### src/rtl/spi4mon_pkg.sv
package spi4mon_pkg;

  typedef struct packed {
    logic       payload;
    logic [1:0] eopStat;
    logic       sop;
    logic [7:0] port;
    logic [3:0] dip;
  } ctrl_word_t;

  typedef struct packed {
    logic dataWord;
    logic accClear;
    logic dipCheck;
    logic sopMark;
  } strobe_t;

  typedef enum logic [1:0] {TR_IDLE, TR_CTRL, TR_DATA} train_e;

  function automatic logic [3:0] foldDip(input logic [15:0] acc);
    logic [3:0] r;
    for (int i = 0; i < 4; i++) r[i] = acc[12+i] ^ acc[8+i] ^ acc[4+i] ^ acc[i];
    return r;
  endfunction

endpackage

### src/rtl/spi4mon_ctrl.sv
module spi4mon_ctrl
  import spi4mon_pkg::*;
#(
  parameter int          CTRL_RUN   = 10,
  parameter int          DATA_RUN   = 10,
  parameter logic [15:0] TRAIN_CTRL = 16'h0FFF,
  parameter logic [15:0] TRAIN_DATA = 16'hF000
) (
  input  logic        clk,
  input  logic        rst,
  input  logic        aligned,
  input  logic        isCtrl,
  input  logic [15:0] wordIn,
  output strobe_t     stb,
  output logic        errProto,
  output logic        errBurstStart,
  output logic        errTraining
);
  localparam int CW = $clog2(CTRL_RUN + 2);
  localparam int DW = $clog2(DATA_RUN + 2);
  localparam logic [CW-1:0] C_EXACT = CW'(CTRL_RUN);
  localparam logic [CW-1:0] C_MAX   = CW'(CTRL_RUN + 1);
  localparam logic [DW-1:0] D_EXACT = DW'(DATA_RUN);
  localparam logic [DW-1:0] D_MAX   = DW'(DATA_RUN + 1);

  ctrl_word_t    cw;
  logic          isTrainCtrl;
  logic          prevPayload, burstOpen;
  train_e        trState;
  logic [CW-1:0] ctrlRun;
  logic [DW-1:0] dataRun;
  logic          protoHit, burstHit, trainHit;

  assign cw          = ctrl_word_t'(wordIn);
  assign isTrainCtrl = isCtrl && (wordIn == TRAIN_CTRL);

  always_comb begin
    stb.dataWord = !isCtrl;
    stb.accClear = isCtrl;
    stb.dipCheck = isCtrl && !isTrainCtrl;
    stb.sopMark  = isCtrl && cw.payload && cw.sop;
  end

  assign protoHit = isCtrl && cw.payload && prevPayload;
  assign burstHit = !isCtrl && (trState == TR_IDLE) && !burstOpen;

  always_comb begin
    trainHit = 1'b0;
    if (isCtrl) begin
      if (trState == TR_DATA && dataRun < D_EXACT) trainHit = 1'b1;
    end else begin
      case (trState)
        TR_CTRL: trainHit = (ctrlRun != C_EXACT) || (wordIn != TRAIN_DATA);
        TR_DATA: trainHit = (wordIn != TRAIN_DATA) || (dataRun >= D_EXACT);
        default: trainHit = 1'b0;
      endcase
    end
  end

  always_ff @(posedge clk) begin
    if (rst) begin
      prevPayload   <= 1'b0;
      burstOpen     <= 1'b0;
      trState       <= TR_IDLE;
      ctrlRun       <= '0;
      dataRun       <= '0;
      errProto      <= 1'b0;
      errBurstStart <= 1'b0;
      errTraining   <= 1'b0;
    end else begin
      errProto      <= protoHit;
      errBurstStart <= burstHit;
      errTraining   <= trainHit && aligned;
      prevPayload   <= isCtrl && cw.payload;
      if (isCtrl) begin
        burstOpen <= cw.payload;
        if (isTrainCtrl) begin
          trState <= TR_CTRL;
          if (trState != TR_CTRL) ctrlRun <= CW'(1);
          else if (ctrlRun != C_MAX) ctrlRun <= ctrlRun + 1'b1;
        end else begin
          trState <= TR_IDLE;
        end
      end else if (trState == TR_CTRL) begin
        trState <= TR_DATA;
        dataRun <= DW'(1);
      end else if (trState == TR_DATA && dataRun != D_MAX) begin
        dataRun <= dataRun + 1'b1;
      end
    end
  end

  assert_proto_payload_pair_R3: assert property (@(posedge clk) disable iff (rst)
    errProto |-> $past(isCtrl && wordIn[15]));

  assert_burst_on_data_R4: assert property (@(posedge clk) disable iff (rst)
    errBurstStart |-> $past(!isCtrl));

  assert_train_gated_R9: assert property (@(posedge clk) disable iff (rst)
    !$past(aligned) |-> !errTraining);

  assert_run_bounded_R6: assert property (@(posedge clk) disable iff (rst)
    (ctrlRun <= C_MAX) && (dataRun <= D_MAX));

endmodule

### src/rtl/spi4mon_dpath.sv
module spi4mon_dpath
  import spi4mon_pkg::*;
#(
  parameter int SOP_GAP = 8
) (
  input  logic        clk,
  input  logic        rst,
  input  logic [15:0] wordIn,
  input  strobe_t     stb,
  output logic        errDip4,
  output logic        errSopSpacing
);
  localparam int SW = $clog2(SOP_GAP + 1);
  localparam logic [SW-1:0] GAP = SW'(SOP_GAP);

  logic [15:0]   acc, accNext;
  logic [3:0]    code;
  logic [SW-1:0] sinceSop;

  always_comb begin
    accNext = {acc[14:0], acc[15]} ^ (stb.dataWord ? wordIn : {wordIn[15:4], 4'hF});
    code    = foldDip(accNext);
  end

  always_ff @(posedge clk) begin
    if (rst) begin
      acc           <= '0;
      sinceSop      <= GAP;
      errDip4       <= 1'b0;
      errSopSpacing <= 1'b0;
    end else begin
      errDip4       <= stb.dipCheck && (code != wordIn[3:0]);
      errSopSpacing <= stb.sopMark && (sinceSop < GAP);
      acc           <= stb.accClear ? '0 : accNext;
      if (stb.sopMark) sinceSop <= SW'(1);
      else if (sinceSop != GAP) sinceSop <= sinceSop + 1'b1;
    end
  end

  assert_dip_on_ctrl_R2: assert property (@(posedge clk) disable iff (rst)
    errDip4 |-> $past(stb.dipCheck));

  assert_sop_on_mark_R5: assert property (@(posedge clk) disable iff (rst)
    errSopSpacing |-> $past(stb.sopMark));

  assert_sop_window_R5: assert property (@(posedge clk) disable iff (rst)
    (sinceSop >= SW'(1)) && (sinceSop <= GAP));

endmodule

### src/rtl/spi4_rx_monitor.sv
module spi4_rx_monitor
  import spi4mon_pkg::*;
#(
  parameter int          CTRL_RUN   = 10,
  parameter int          DATA_RUN   = 10,
  parameter int          SOP_GAP    = 8,
  parameter logic [15:0] TRAIN_CTRL = 16'h0FFF,
  parameter logic [15:0] TRAIN_DATA = 16'hF000
) (
  input  logic        clk,
  input  logic        rst,
  input  logic        aligned,
  input  logic        isCtrl,
  input  logic [15:0] wordIn,
  output logic        errDip4,
  output logic        errProto,
  output logic        errBurstStart,
  output logic        errSopSpacing,
  output logic        errTraining
);
  strobe_t stb;

  spi4mon_ctrl #(
    .CTRL_RUN(CTRL_RUN), .DATA_RUN(DATA_RUN),
    .TRAIN_CTRL(TRAIN_CTRL), .TRAIN_DATA(TRAIN_DATA)
  ) uCtrl (
    .clk(clk), .rst(rst), .aligned(aligned), .isCtrl(isCtrl), .wordIn(wordIn),
    .stb(stb), .errProto(errProto), .errBurstStart(errBurstStart),
    .errTraining(errTraining)
  );

  spi4mon_dpath #(.SOP_GAP(SOP_GAP)) uDpath (
    .clk(clk), .rst(rst), .wordIn(wordIn), .stb(stb),
    .errDip4(errDip4), .errSopSpacing(errSopSpacing)
  );

  assert_quiet_after_reset_R1: assert property (@(posedge clk)
    $past(rst) |-> !(errDip4 || errProto || errBurstStart || errSopSpacing || errTraining));

endmodule

### config.mk
export PLATFORM = sky130hd
export DESIGN_NAME = spi4_rx_monitor
export DESIGN_NICKNAME = d
export VERILOG_FILES = /design/src/rtl/spi4mon_pkg.sv /design/src/rtl/spi4mon_ctrl.sv /design/src/rtl/spi4mon_dpath.sv /design/src/rtl/spi4_rx_monitor.sv
export SDC_FILE = /design/constraint.sdc
export NUM_CORES = 1
export LEC_CHECK = 0
export CORE_ASPECT_RATIO = 1.25
export CORE_MARGIN = 2
export CORE_UTILIZATION = 29
export CTS_CLUSTER_DIAMETER = 50
export DETAILED_ROUTE_END_ITERATION = 12
export GPL_TIMING_DRIVEN = 1
export MAX_ROUTING_LAYER = met4
export PLACE_DENSITY_LB_ADDON = 0.2
export SYNTH_ARGS = -nofsm -noshare
export SYNTH_HDL_FRONTEND = slang
export SYNTH_SLANG_ARGS = --single-unit
### constraint.sdc
create_clock -name clk -period 1.95 [get_ports clk]
set_input_delay 0.195 -clock clk [delete_from_list [all_inputs] [get_ports clk]]
set_output_delay 0.195 -clock clk [all_outputs]
set_load 0.03 [all_outputs]
==> impl_metrics.csv, run 1 <==
group,metric,value,unit
clocking,cts-resized-gates,0,
global_routing,grt_pass1_vias,1350,
timing,period_needed,1730,ps
worst_setup_path,path_max_fanout,4,
clocking,clock_latency,290,ps
global_routing,grt_pass1_wl,6380,um
final_layout,regArea,741,sq um
worst_setup_path,arrival,1950,ps
synthesis,syn_nets,218,
power_and_ir_drop,finalPower,1.72,mW
synthesis,seq_area_frac_synth,0.418,
final_layout,diodes,0,
floorplanning,num_rows,31,
synthesis,syn_area_per_cell,9.37,sq um
clocking,cts_buffer_depth,2,
power_and_ir_drop,ir_drop,0.297,mV
timing,fin_tns_setup,0,ps
worst_setup_path,slowest_stage,"clkdlybuf4s50_1",
synthesis,syn-cell-area,1770,sq um
run_status,status,"finished, final reports clean",
synthesis,yosysUniqueCellTypes,37,
synthesis,yosysTopAreaCellShare,0.418,
global_routing,antenna_found_initial,0,
final_layout,drive_above_1_share,0.114,
place,finalWeightedCongestion,0.767,
worst_setup_path,critPathLaunchType,"input port",
timing,hold_viol,0,
place,dp_hpwl,3050,um
worst_setup_path,ff2ff_path_depth,6,
worst_setup_path,crit_end,"uCtrl.ctrlRun[2]",
worst_setup_path,cp_top_family,"simple AND/OR/NAND/NOR gates",
power_and_ir_drop,power.density,739,nW/um^2
timing,fin_skew,5.50,ps
synthesis,ys_warn_count,0,
worst_setup_path,worstPathCellList,"clkdlybuf4s50_1 > nand4b_1 > nor4_2 > nand2_1 > or4_1 > a21oi_1",
final_layout,multi_input_area,976,sq um
floorplanning,start_util,0.302,
worst_setup_path,cpPeakStageDelay,480,ps
synthesis,synth_cells,189,
clocking,ctsHtreeMaxLevel,2,
drt,vias_per_cell,4.32,
worst_setup_path,cp_num_buf_inv,1,
worst_setup_path,rr_endpoint,"uCtrl.errTraining",
drt,drt_first_pass_iters,4,
timing,period_share,0.887,
synthesis,ys_top_cells_by_area,"dfxtp_1, xnor2_1, ha_1, nor2_1, xnor3_1",
worst_setup_path,required,2170,ps
clocking,cts_tree,"done",
drt,wl_per_cell,12.1,um
synthesis,yosysMostFrequentCell,"dfxtp_1",
clocking,cts_buffers,5,
synthesis,yosys.area.top_type,"dfxtp_1",
drt,vias,1377,
worst_hold_path,hold_path_class,"register to register",
timing,fin_hold_ws,413,ps
floorplanning,top_level_ports,25,
worst_setup_path,r2r_start,"uCtrl.dataRun[0]",
worst_setup_path,rrSetupSlack,370,ps
flow_run,cap_violations,0,
timing,finalMaxSlewViolations,0,
synthesis,async_reset_ff_frac,0,
worst_setup_path,path_depth,6,
synthesis,synth_top_cells_by_count,"dfxtp_1, xnor2_1, nor2_1, inv_1, ha_1",
timing,max-slew-margin-rel,0.756,
clocking,path_clk_slew,70,ps
final_layout,nets,265,
place,port_buffers,24,
final_layout,area_growth,31.4,%
place,placedCellCount,311,
worst_setup_path,critPathKind,"input port to register",
synthesis,yosys_most_used_dff,"dfxtp_1",
clocking,clockRootBuffer,"clkbuf_8",
floorplanning,dieArea,6750,sq um
global_routing,grt_max_degree,20,
global_routing,grt_usage,0.128,
drt,wirelength,3870,um
timing,setup_viol,0,
worst_setup_path,end_kind,"register",
drt,ant_nets,0,
clocking,post_cts_buffers,0,
global_routing,grt-ovfl-total,0,
final_layout,fillerInstances,603,
floorplanning,die_h,91.4,um
final_layout,fin_cells,319,
final_layout,final_util,0.397,
synthesis,ys_ff_latch,37,
clocking,cts-hold-fix-buffers,0,
timing,rsz0062_at_grt,"false",
floorplanning,core-area,5860,sq um
timing,fmax,578,MHz
worst_setup_path,startpoint,"wordIn[10]",
floorplanning,fp.dieW,73.9,um
clocking,cts.sinks,37,
synthesis,synth_edf_count,0,
power_and_ir_drop,p_leak,0.873,nW
timing,worstMarginPinSlew,360,ps
drt,drt-initial-drc-count,26,
drt,post-route-drc-count,0,
power breakdown:
| part | switching (mW) | total (mW) | leakage, nW | internal (mW) |
|---|---|---|---|---|
| registers | 0.0283 | 0.826 | 0.302 | 0.798 |
| clock network | 0.262 | 0.516 | 0.0395 | 0.254 |
| logic | 0.171 | 0.377 | 0.531 | 0.206 |
| total | 0.461 | 1.72 | 0.873 | 1.26 |
layout make-up:
class                           instances  share of cell area
Inverter                               10              0.0161
Timing Repair Buffer                   44               0.168
Tap cell                               82              0.0441
Sequential cell                        37               0.318
Multi-Input combinational cell        138               0.419
Clock buffer                            8              0.0344
state kept, by name, summed over array words and instances (netlist names):
| name | count |
|---|---|
| uDpath.errDip4 | 1 |
| uCtrl.errBurstStart | 1 |
| uCtrl.dataRun | 4 |
| uDpath.acc | 16 |
| uCtrl.errProto | 1 |
| uDpath.sinceSop | 4 |
| uDpath.errSopSpacing | 1 |
| uCtrl.errTraining | 1 |
| uCtrl.prevPayload | 1 |
| uCtrl.ctrlRun | 4 |
| uCtrl.burstOpen | 1 |
| uCtrl.trState | 2 |
placed cells by master, fill, tap and decap left out:
cell type / Yosys / layout
dfxtp_1: 37 / 37
xnor2_1: 29 / 29
nor2_1: 28 / 28
clkdlybuf4s50_1: 0 / 24
buf_4: 0 / 20
inv_1: 10 / 10
ha_1: 9 / 9
nand2_1: 7 / 7
a21oi_1: 6 / 6
nor2b_1: 5 / 5
nand4b_1: 5 / 5
nor3_1: 5 / 5
clkbuf_8: 0 / 5
nand3_1: 4 / 4
xor2_1: 4 / 4
o21ai_0: 4 / 4
nand2b_1: 3 / 3
clkbuf_1: 3 / 3
and3_1: 2 / 2
nor3b_1: 2 / 2
xnor3_1: 2 / 2
nand4_1: 2 / 2
or4_1: 2 / 2
nor4b_1: 2 / 2
a211oi_1: 2 / 2
mux2i_1: 2 / 2
o21bai_1: 1 / 1
or2_2: 1 / 1
nor4_2: 1 / 1
a31oi_1: 1 / 1
and2_1: 1 / 1
o31ai_1: 1 / 1
nor4bb_1: 1 / 1
nor4_1: 1 / 1
o311ai_0: 1 / 1
or3_1: 1 / 1
nand3b_1: 1 / 1
o21a_1: 1 / 1
a2bb2oi_1: 1 / 1
per-layer routing:
metal / track usage / up-vias / part of all wire
li1: - / 731 / -
met1: 0.158 / 623 / 0.49
met2: 0.196 / 18 / 0.47
met3: 0.0377 / 5 / 0.028
met4: 0.0455 / 0 / 0.016
met5: - / - / 0
per-stage QoR:
step | setup WS [ps] | instance area [sq um]
after floorplan | 476 | 1770
after global placement | -55.9 | 2250
after detailed placement | -83.1 | 2250
after CTS | 233 | 2330
after global routing | 137 | 2330
final | 220 | 2330
how the worst min path moves through the flow:
stage | from | endpoint | slack (ps) | depth (start not counted)
after floorplan | rst | uDpath.sinceSop[2] | 270 | 1
after global placement | uCtrl.burstOpen | uCtrl.errBurstStart | 410 | 1
after detailed placement | uCtrl.burstOpen | uCtrl.errBurstStart | 410 | 1
after CTS | uCtrl.burstOpen | uCtrl.errBurstStart | 420 | 1
after global routing | uCtrl.burstOpen | uCtrl.errBurstStart | 440 | 1
final | uCtrl.burstOpen | uCtrl.errBurstStart | 410 | 1
cell families after synthesis:
logic type	synth area share
flip-flops	0.418
buffers and inverters	0.0304
adder cells (fa/ha/maj)	0.0636
AND/OR/NAND/NOR	0.225
multiplexers	0.0113
AO/OA/AOI/OAI	0.0629
XOR/XNOR	0.189
Note: power is estimated with default switching activity, not from simulation.
==> run 2: changes to the inputs <==
==> constraint.sdc (replaced) <==
create_clock -name clk -period 1.65 [get_ports clk]
set_input_delay 0.165 -clock clk [delete_from_list [all_inputs] [get_ports clk]]
set_output_delay 0.165 -clock clk [all_outputs]
set_load 0.03 [all_outputs]
==> run 2 against run 1 <==
  * Hold slack worse by 130 ps
  * Non-clock buffer count is 17 higher
  * First-iteration DRC count is 35% higher
  * Final cell count is 5.3% higher
  * Largest cell class unchanged
  * Highest routed layer unchanged
==> impl_metrics.csv, run 2 (synthesis results as in run 1) <==
group,metric,value,unit
run_status,status,"finished, final reports clean",
worst_hold_path,hold_path_class,"input port to register",
place,finalWeightedCongestion,0.772,
drt,wirelength,3980,um
clocking,ctsHtreeMaxLevel,2,
timing,fin_hold_ws,283,ps
final_layout,layout_common_cells,"dfxtp_1, buf_4, xnor2_1",
clocking,cts_buffer_depth,2,
final_layout,diodes,0,
power_and_ir_drop,swShare,0.278,
worst_setup_path,slowest_stage,"clkdlybuf4s50_1",
clocking,cts.sinks,37,
clocking,cts-hold-fix-buffers,0,
timing,rsz0062_at_grt,"false",
worst_setup_path,arrival,1830,ps
clocking,cts_buffers,5,
clocking,path_clk_slew,80,ps
floorplanning,top_level_ports,25,
drt,ant_nets,0,
floorplanning,core-area,5860,sq um
worst_setup_path,required,1880,ps
timing,fin_tns_setup,0,ps
final_layout,area_growth,42.2,%
drt,post-route-drc-count,0,
global_routing,grt_pass1_vias,1403,
global_routing,grt_max_degree,17,
power_and_ir_drop,p_leak,1.08,nW
flow_run,cap_violations,0,
place,port_buffers,24,
timing,fmax,623,MHz
drt,wl_met3,108,um
timing,worstMarginPinSlew,326,ps
power_and_ir_drop,finalPower,2.08,mW
drt,vias,1460,
worst_setup_path,critPathKind,"input port to register",
worst_setup_path,path_max_fanout,4,
power_and_ir_drop,power.switching,577,uW
timing,period_share,0.972,
power_and_ir_drop,p_comb_frac,0.230,
floorplanning,die_h,91.4,um
floorplanning,dieArea,6750,sq um
final_layout,regMostFlops,"uDpath.acc",
drt,vias_per_cell,4.35,
final_layout,final_common_cell,"dfxtp_1",
floorplanning,fp.dieW,73.9,um
timing,setup_viol,0,
power_and_ir_drop,power.density,825,nW/um^2
clocking,clockRootBuffer,"clkbuf_8",
timing,period_needed,1600,ps
worst_setup_path,critPathLaunchType,"input port",
final_layout,largest_reg_flops,16,
worst_setup_path,end_kind,"register",
floorplanning,num_rows,31,
drt,drt-initial-drc-count,35,
final_layout,nets,282,
global_routing,grt_pass1_wl,6500,um
worst_setup_path,worstPathCellList,"clkdlybuf4s50_1 > nand4b_1 > nor4_4 > nand2_2 > or4_1 > a21oi_1",
power_and_ir_drop,power.share.sequential,0.469,
clocking,cts_tree,"done",
timing,fin_skew,8.95,ps
global_routing,grt_usage,0.130,
floorplanning,start_util,0.302,
drt,wl_per_cell,11.8,um
drt,drt-met1-wl,1880,um
timing,finalMaxSlewViolations,0,
drt,met2WireLength,1940,um
global_routing,grt-ovfl-total,0,
power_and_ir_drop,power_frac_clock,0.301,
worst_setup_path,cpPeakStageDelay,480,ps
timing,max-slew-margin-rel,0.780,
place,dp_hpwl,3120,um
power_and_ir_drop,ir_drop,0.319,mV
drt,top_layer,"met4",
clocking,clock_latency,290,ps
power_and_ir_drop,p_int,1.50,mW
drt,drt_first_pass_iters,4,
final_layout,drive_above_1_share,0.193,
global_routing,antenna_found_initial,0,
timing,hold_viol,0,
[run 2: area by class of cell]
class                      instances  area (sq um)
tap                               82           103
inverter                          10          37.5
multi-input combinational        138           992
clock buffer                       5          68.8
clock inverter                     3          17.5
sequential                        37           741
fill                             575          3340
timing repair buffer              61           558
[run 2: what timing repair did]
item                       CTS  global route
gates resized for setup      2            13
pin swaps                    4             6
setup endpoints to repair    2             5
buffers inserted             4             0
[run 2: final timing paths]
kind	end	startpoint	cells past startpoint	slack, ps
worst max register to register	uCtrl.errTraining	uCtrl.trState[0]	6	150
worst max-delay path	uCtrl.ctrlRun[3]	wordIn[6]	6	50
worst min-delay path	uCtrl.errProto	wordIn[15]	3	280
worst min register to register	uCtrl.errBurstStart	uCtrl.burstOpen	1	440
[run 2: critical path, delay by kind of cell]
family	cells	cell delay (ps)
and+or+nand+nor	4	1060
buffers and inverters	1	480
AOI/OAI and AO/OA	1	120
[run 2: power by group through the flow]
stage	registers (mW)	clock network (mW)	logic (mW)
final	0.975	0.625	0.477
after global routing	0.982	0.689	0.530
after CTS	0.976	0.644	0.486
after detailed placement	0.997	0	0.481
after global placement	0.995	0	0.478
after floorplan	0.997	0	0.287
[run 2: per-layer routing]
layer,track usage,up-vias
met5,-,-
li1,-,763
met4,0.0455,0
met2,0.196,17
met1,0.165,676
met3,0.0366,4
[run 2: per-stage QoR]
step	setup slack [ps]	std cells	util	instance area, sq um
floorplan	206	189	-	1770
global placement	-367	324	0.402	2360
detailed placement	-372	324	0.402	2360
CTS	23.8	336	0.424	2480
global route	3.67	336	0.430	2520
finish	45.8	336	0.430	2520
==> run 3: changes to the inputs <==
--- a/config.mk
+++ b/config.mk
@@ -11,7 +11,6 @@
 export CTS_CLUSTER_DIAMETER = 50
 export DETAILED_ROUTE_END_ITERATION = 12
 export GPL_TIMING_DRIVEN = 1
-export MAX_ROUTING_LAYER = met4
 export PLACE_DENSITY_LB_ADDON = 0.2
 export SYNTH_ARGS = -nofsm -noshare
 export SYNTH_HDL_FRONTEND = slang
==> run 3 against run 2 <==
  * Routed wire length decreased by 0.20%
  * Die area unchanged
  * Global-route usage decreased by 0.36 points
  * Core utilization unchanged
  * Clock power decreased by 0.6%
  * Clock skew about the same
  * Count of clock-buffer cells in the layout unchanged
  * Setup slack about the same
  * Largest power group unchanged
  * Highest routed layer unchanged
==> impl_metrics.csv, run 3 (synthesis results as in run 1) <==
group,metric,value,unit
final_layout,area_growth,42.2,%
floorplanning,dieArea,6750,sq um
final_layout,final_common_cell,"dfxtp_1",
timing,finalMaxSlewViolations,0,
drt,vias_per_cell,4.35,
final_layout,layout_common_cells,"dfxtp_1, buf_4, xnor2_1",
clocking,cts.sinks,37,
timing,setup_viol,0,
power_and_ir_drop,power_frac_clock,0.299,
final_layout,nets,282,
power_and_ir_drop,power.switching,574,uW
clocking,cts_tree,"done",
power_and_ir_drop,ir_drop,0.314,mV
drt,vias,1461,
global_routing,grt_pass1_wl,6490,um
power_and_ir_drop,p_leak,1.08,nW
global_routing,grt_usage,0.126,
clocking,cts_buffers,5,
clocking,clockRootBuffer,"clkbuf_8",
power_and_ir_drop,power.density,824,nW/um^2
global_routing,antenna_found_initial,0,
drt,wl_per_cell,11.8,um
timing,hold_viol,0,
worst_setup_path,required,1880,ps
worst_setup_path,path_max_fanout,4,
drt,drt_first_pass_iters,4,
place,postPlaceCellArea,2360,sq um
worst_setup_path,arrival,1830,ps
final_layout,largest_reg_flops,16,
place,dp_hpwl,3120,um
clocking,cts-hold-fix-buffers,0,
drt,wirelength,3970,um
timing,period_share,0.972,
floorplanning,start_util,0.302,
floorplanning,num_rows,31,
worst_setup_path,worstPathCellList,"clkdlybuf4s50_1 > nand4b_1 > nor4_4 > nand2_2 > or4_1 > a21oi_1",
power_and_ir_drop,p_comb_frac,0.230,
clocking,ctsHtreeMaxLevel,2,
worst_setup_path,rrSetupSlack,150,ps
global_routing,grt_max_degree,17,
floorplanning,die_h,91.4,um
floorplanning,top_level_ports,25,
worst_hold_path,hold_path_class,"input port to register",
final_layout,drive_above_1_share,0.193,
place,finalWeightedCongestion,0.762,
drt,drt-initial-drc-count,36,
global_routing,grt_pass1_vias,1407,
floorplanning,fp.dieW,73.9,um
clocking,cts_buffer_depth,2,
flow_run,cap_violations,0,
global_routing,grt-ovfl-total,0,
final_layout,regMostFlops,"uDpath.acc",
clocking,path_clk_slew,80,ps
clocking,clock_latency,290,ps
timing,setup_ws,45.7,ps
timing,worstMarginPinSlew,326,ps
run_status,status,"finished, final reports clean",
worst_setup_path,end_kind,"register",
drt,post-route-drc-count,0,
power_and_ir_drop,p_int,1.50,mW
worst_setup_path,cp_top_family,"simple AND/OR/NAND/NOR gates",
timing,fin_skew,8.95,ps
place,port_buffers,24,
power_and_ir_drop,finalPower,2.07,mW
timing,fin_tns_setup,0,ps
timing,fmax,623,MHz
final_layout,final_cell_area,2520,sq um
floorplanning,core-area,5860,sq um
place,dpl_worst_slack,-372,ps
timing,max-slew-margin-rel,0.780,
worst_setup_path,critPathLaunchType,"input port",
final_layout,diodes,0,
drt,ant_nets,0,
worst_setup_path,slowest_stage,"clkdlybuf4s50_1",
worst_setup_path,critPathKind,"input port to register",
worst_setup_path,cp_num_buf_inv,1,
timing,rsz0062_at_grt,"false",
worst_setup_path,cpPeakStageDelay,480,ps
timing,period_needed,1600,ps
final_layout,fillerInstances,575,
power_and_ir_drop,power.share.sequential,0.470,
power_and_ir_drop,swShare,0.277,
[run 3: cell counts in the layout (fill, tap and decap cells not counted)]
No cell type changed its count.
[run 3: metrics by stage]
step / hold WS, ps / cells / utilization
CTS: 423 / 336 / 0.424
detailed placement: 424 / 324 / 0.402
global route: 304 / 336 / 0.430
finish: 283 / 336 / 0.430
floorplan: 242 / 189 / -
global placement: 408 / 324 / 0.402
[run 3: layout make-up]
class / instances / area, sq um / share of cell area
clock inverters: 3 / 17.5 / 0.00696
inverters: 10 / 37.5 / 0.0149
well taps: 82 / 103 / 0.0408
flip-flops and latches: 37 / 741 / 0.294
repair buffers: 61 / 558 / 0.222
clock buffers: 5 / 68.8 / 0.0273
multi-input cells: 138 / 992 / 0.394
[run 3: path summary, 6_finish.rpt]
path	depth (start not counted)	endpoint	startpoint
setup / recovery	6	uCtrl.ctrlRun[3]	wordIn[6]
hold / removal	3	uCtrl.errProto	wordIn[15]
setup reg to reg	6	uCtrl.errTraining	uCtrl.trState[0]
hold reg to reg	1	uCtrl.errBurstStart	uCtrl.burstOpen
[run 3: worst min-delay path, cell delays in order]
cell and delay, ps:
dlymetal6s2s_1 100, buf_4 150, and3_1 140
[run 3: routing by layer]
metal  up-vias  track usage  routed length (um)
met3         4       0.0366                 108
met4         0       0.0455                  53
li1        763            -                   -
met1       677        0.165                1870
met5         -            0                   0
met2        17        0.196                1940
[run 3: power by group through the flow]
stage	clock network, mW	logic, mW	registers (mW)
floorplan	0	0.287	0.997
global placement	0	0.478	0.995
detailed placement	0	0.481	0.997
CTS	0.644	0.486	0.976
global route	0.687	0.530	0.982
finish	0.621	0.477	0.976
[run 3: what timing repair did]
item	4_1_cts	5_1_grt
hold endpoints to repair	0	0
endpoints found under the setup margin	2	5
buffers inserted	4	0
gates cloned	0	0
gates resized for setup	2	13
pin swaps	4	6
